===== src/rtl/opr_pkg.sv =====
package opr_pkg;
    localparam int OP_W = 8;
    localparam logic [OP_W-1:0] IRQ_OPCODE = '0;

    typedef struct packed {
        logic [OP_W-1:0] opcode;
    } op_state_t;

    typedef struct packed {
        logic en;
    } ien_state_t;

    typedef enum logic [1:0] {
        OP_HOLD   = 2'd0,
        OP_LOAD   = 2'd1,
        OP_INJECT = 2'd2
    } op_action_e;
endpackage


===== src/rtl/opr_ien_ff.sv =====
module opr_ien_ff
    import opr_pkg::*;
(
    input  logic clk,
    input  logic rst_n,
    input  logic set_i,
    input  logic clr_i,
    output logic en_o
);
    ien_state_t st_d, st_q;

    always_comb begin
        st_d = st_q;
        if (clr_i)
            st_d.en = 1'b0;
        else if (set_i)
            st_d.en = 1'b1;
    end

    always_ff @(posedge clk) begin
        if (!rst_n)
            st_q <= '0;
        else
            st_q <= st_d;
    end

    assign en_o = st_q.en;
endmodule


===== src/rtl/opr_inject.sv =====
module opr_inject
    import opr_pkg::*;
(
    input  logic       load_i,
    input  logic       en_i,
    input  logic       irq_i,
    output op_action_e act_o
);
    always_comb begin
        if (!load_i)
            act_o = OP_HOLD;
        else if (en_i && irq_i)
            act_o = OP_INJECT;
        else
            act_o = OP_LOAD;
    end
endmodule


===== src/rtl/opr_op_reg.sv =====
module opr_op_reg
    import opr_pkg::*;
#(
    parameter int W = OP_W
) (
    input  logic         clk,
    input  logic         rst_n,
    input  op_action_e   act_i,
    input  logic [W-1:0] din_i,
    output logic [W-1:0] q_o
);
    typedef struct packed {
        logic [W-1:0] value;
    } reg_state_t;

    reg_state_t st_d, st_q;

    always_comb begin
        st_d = st_q;
        case (act_i)
            OP_LOAD:   st_d.value = din_i;
            OP_INJECT: st_d.value = W'(IRQ_OPCODE);
            default:   st_d.value = st_q.value;
        endcase
    end

    always_ff @(posedge clk) begin
        if (!rst_n)
            st_q <= '0;
        else
            st_q <= st_d;
    end

    assign q_o = st_q.value;
endmodule


===== src/rtl/op_irq_reg.sv =====
module op_irq_reg
    import opr_pkg::*;
(
    input  logic            clk,
    input  logic            rst_n,
    input  logic [OP_W-1:0] bus_din,
    input  logic            op_load,
    input  logic            irq_req,
    input  logic            ien_set,
    input  logic            ien_clr,
    output logic [OP_W-1:0] opcode,
    output logic            ien
);
    op_action_e act;
    logic       en_q;

    opr_ien_ff u_ien (
        .clk   (clk),
        .rst_n (rst_n),
        .set_i (ien_set),
        .clr_i (ien_clr),
        .en_o  (en_q)
    );

    opr_inject u_inj (
        .load_i (op_load),
        .en_i   (en_q),
        .irq_i  (irq_req),
        .act_o  (act)
    );

    opr_op_reg #(.W(OP_W)) u_op (
        .clk   (clk),
        .rst_n (rst_n),
        .act_i (act),
        .din_i (bus_din),
        .q_o   (opcode)
    );

    assign ien = en_q;
endmodule


===== config.mk =====
export PLATFORM = sky130hd
export DESIGN_NAME = op_irq_reg
export DESIGN_NICKNAME = d
export VERILOG_FILES = /design/src/rtl/opr_pkg.sv /design/src/rtl/opr_ien_ff.sv /design/src/rtl/opr_inject.sv /design/src/rtl/opr_op_reg.sv /design/src/rtl/op_irq_reg.sv
export SDC_FILE = /design/constraint.sdc
export NUM_CORES = 1
export LEC_CHECK = 0
export BUFFER_PORTS_ARGS = -buffer_cell sky130_fd_sc_hd__buf_2
export CAP_MARGIN = 30
export CORE_AREA = 8 8 45 47
export CTS_BUF_LIST = sky130_fd_sc_hd__clkbuf_16
export DETAILED_ROUTE_END_ITERATION = 8
export DIE_AREA = 0 0 53 55
export GPL_TIMING_DRIVEN = 1
export PLACE_DENSITY = 0.66
export SYNTH_ARGS = -nofsm -noshare
export SYNTH_HDL_FRONTEND = slang
export SYNTH_SLANG_ARGS = --single-unit

===== constraint.sdc =====
create_clock -name clk -period 1.3 [get_ports clk]
set_clock_uncertainty 0.2 [all_clocks]
set_input_delay 0.26 -clock clk [delete_from_list [all_inputs] [get_ports clk]]
set_output_delay 0.26 -clock clk [all_outputs]
set_load 0.05 [all_outputs]

# Yosys cells after proc, flatten, opt, wreduce, memory -nomap -nowiden
# Cells that the tools add are included.
# totals
register_bits	9
inputBits	14
out_inout_bits	9
word_cells	11
# op_classes
eq_ne	2
mux	3
bitwise	1
n_reduce_logical	3
# ops
op	n
$pmux 8 s2	1
$mux 2	2
$eq 2x1->1 const B	1
$eq 2x2->1 const B	1
$reduce_bool 2->1	1
$reduce_or 2->1	1
$logic_and 1x1->1	1
$not 1->1	1

# Longest topological paths before layout
# logic_depth
depth_word	5
depth_mapped	3
depth_no_buf	3

# Hierarchy
# From an unflattened synthesis, not the netlist that was laid out.
# unflattened
cells_unflattened	41
area_unflattened_um2	376.6
# by_module_without_submodules
mod	n_inst	cells_per_inst	area_each_um2	seq_area_each_um2
opr_op_reg	1	36	322.8	160.2
opr_ien_ff	1	3	36.3	20.0
opr_inject	1	2	17.5	0.0

# Worst setup path after synthesis
# OpenSTA, ideal clock, no wires.
# synth_path
path_kind	reg-to-reg
startpoint	register u_ien.st_q, in the netlist u_ien.en_o
endpoint	register u_op.st_q (netlist bit u_op.q_o[0])
setup_time_ns	0.118
arrival_time_ns	1.065
required_ns	0.982
slack_ns	-0.083
stages_incl_launch_ff	4
path_buffers	0
synth_period_minus_slack_ns	1.383
path_cell_list	dfxtp_1 > nand2_1 > nand3_1 > a21boi_1
# synth_via
elab_chain_len	5
word_cells_on_any_way	7
cone_classes	eq/ne (2); mux (3); reduce/logical (2)
# synth_lines
item	line_no	source
start: declaration	opr_ien_ff.sv:10	ien_state_t st_d, st_q;
start signal: assignment	opr_ien_ff.sv:24	st_q <= st_d;
$logic_and 1x1->1 (*)	opr_inject.sv:12	else if (en_i && irq_i)
$mux 2 (*)	opr_inject.sv:12	
$mux 2 (*)	opr_inject.sv:10	if (!load_i)
$eq 2x2->1 / $eq 2x1->1 (equally long branches)	opr_op_reg.sv:20	case (act_i)
$pmux 8 s2 / $reduce_bool 2->1 (equally long branches)	n/a	
end signal: assignment	opr_op_reg.sv:31	st_q <= st_d;
end: declaration	opr_op_reg.sv:16	reg_state_t st_d, st_q;
# Every way passes the cells marked *; elsewhere a longest branch is shown, timed or not.
# A chain may end at the register's enable or synchronous reset.

# Worst setup path after layout
# layout_path
startpoint	register u_op.st_q (netlist bit u_op.q_o[6])
endpoint	output port opcode[6]
# layout_lines
item	line_no	source
end: declaration	op_irq_reg.sv:11	output logic [OP_W-1:0] opcode,
# No word-level cell between the ends.

==> flow_summary.json <==
{
  "ys_ff_latch": 9,
  "drtAntennaViolNets": 0,
  "drive_gt1_share_pct": 41.27,
  "die-area_um2": 2915,
  "numCtsBuffers": 3,
  "status": "completed",
  "fmax_mhz": 778.8,
  "maxSlewHeadroom_pct": 83.58,
  "die_h_um": 55,
  "irDropWorstVdd_v": 0.001132,
  "die_x_um": 53,
  "leakage_nw": 0.2697,
  "worst_slew_pin_slew_ns": 0.2457,
  "synth_cells": 37,
  "grt.overflow.total": 0,
  "clkLatencyLatePin_ns": 0.23,
  "setup_tns_ns": 0,
  "crit_path_end_kind": "output port",
  "core_area_um2": 1384,
  "min_period_ns": 1.284,
  "clock-root-buffer": "clkbuf_16",
  "antenna_found_initial": 0,
  "ys_seq_area_share_pct": 50.53,
  "clockBufferDepth": 2,
  "final_nets": 78,
  "drc": 0,
  "cts_tree": "done",
  "path_clk_slew_ns": 0.04,
  "finalPower_mw": 0.9535,
  "setup_viol": 0,
  "areaGrowthSynthToFinish_pct": 60.00,
  "synth.distinct_cells": 8,
  "vias": 343,
  "yosys.area.top_type_share_pct": 50.53,
  "syn_area_per_cell_um2": 9.638,
  "arrival_ns": 0.82,
  "fillers": 142,
  "ctsHtreeMaxLevel": 1,
  "final_cell_mix": "20 x buf_2, 8 x nand3_1, 8 x nand2b_1, 8 x a21boi_1, 8 x dfxtp_1",
  "hpwl_um": 672.3,
  "post_drt_wl_per_cell_um": 11.57,
  "slew_viol_final": 0,
  "avgViaCountPerCell": 4.342,
  "fin_ws_ns": 0.01596,
  "io_pins": 23,
  "hold_violations": 0,
  "rsz0062_at_grt": "no",
  "syn-num-nets": 51,
  "timing.critical_path.max_delay_family": "flip-flops",
  "cts.sinks": 9,
  "post_cts_buffers": 0,
  "pwr_density_cell_nw_per_um2": 1671,
  "fp-row-count": 14,
  "place_ws_ns": 0.2240,
  "cp_max_fo": 2,
  "drt_pre_antenna_iters": 4,
  "place.gp.congestion": 0.7094,
  "wl_um": 914,
  "cp.buffers_inverters": 1,
  "cp-start-kind": "flop",
  "regArea_um2": 181.4,
  "grt_pass1_wl_mm": 1.559,
  "grt_max_degree": 17,
  "synthTopCellsByArea": "dfxtp_1 51%, a21boi_1 17%, nand2b_1 14%",
  "hold_path_class": "primary input to flop",
  "synth_area_leader_cell": "dfxtp_1",
  "diodes": 0,
  "mostFrequentLayoutCell": "buf_2",
  "grtUsageTotal_pct": 6.798,
  "crit_type": "flop to output port",
  "synth_area_um2": 356.6,
  "cp_slowest_cell": "dfxtp_1",
  "crit_path_max_incr_delay_ns": 0.33,
  "grt_pass1_vias": 388,
  "multi_input_area_um2": 165.2,
  "final_core_util_pct": 41.23,
  "fin_crit_sh_pct": 98.77,
  "cap_violations": 0,
  "portBuffers": 22,
  "ys_warn_count": 0,
  "drt-initial-drc-count": 17,
  "cp.required_ns": 0.84,
  "start_util_pct": 25.77,
  "worstPathCellList": "buf_2"
}
## cell usage after synthesis
cell      count
dfxtp_1       9
a21boi_1      8
nand2b_1      8
nand3_1       8
buf_6         1
nand2_1       1
nor2_1        1
nor3b_1       1
## through the flow
stage | hold WS (ns) | area (µm²) | cells
5_1_grt | 0.09129 | 570.5 | 79
4_1_cts | 0.08340 | 565.5 | 79
2_1_floorplan | 0.1287 | 357.8 | 37
3_3_place_gp | 0.2157 | 476.7 | 74
6_report | 0.07947 | 570.5 | 79
3_5_place_dp | 0.2173 | 476.7 | 74
## layer usage
layer | routed length [µm] | global-route usage, %
met1 | 445 | 8.129
met2 | 429 | 11.72
met3 | 39 | 2.139
met4 | 0 | 1.293
met5 | 0 | 0
## repair_timing
item	4_1_cts	5_1_grt
endpoints found under the hold margin	1	0
hold buffers	1	0
gates resized for setup	0	2
setup endpoints to repair	0	2
## where the power goes
group          internal [mW]  switching (mW)  total [mW]  leakage (nW)
sequential             0.293         0.00703       0.300        0.0745
clock                  0.401           0.123       0.524        0.0423
combinational         0.0451          0.0838       0.129         0.153
## sequential cells by signal, summed over array words and instances, names as in the netlist
| register | flops |
|---|---|
| u_op.q_o | 8 |
| u_ien.en_o | 1 |
## path summary, 6_finish.rpt
| path | slack (ns) | to | cells after the start | startpoint |
|---|---|---|---|---|
| setup / recovery | 0.02 | opcode[6] | 1 | u_op.q_o[6] |
| hold / removal | 0.08 | u_op.q_o[4] | 3 | bus_din[4] |
| setup reg to reg | 0.29 | u_op.q_o[7] | 3 | u_ien.en_o |
| hold reg to reg | 0.26 | u_op.q_o[1] | 2 | u_op.q_o[1] |
## cell families after synthesis
group	count (synthesis)	share of synthesized area (%)
flip-flops	9	50.53
AO/OA/AOI/OAI	8	16.84
buffers and inverters	1	3.158
AND/OR/NAND/NOR	19	29.47
## layout make-up
type                       instances  share of cell area [%]
clock buffer                       3                   13.16
multi-input combinational         27                   28.95
timing repair buffer              23                   21.93
sequential                         9                   31.80
tap                               16                   3.509
clock inverter                     1                  0.6579
Note: power is estimated with default switching activity, not from simulation.
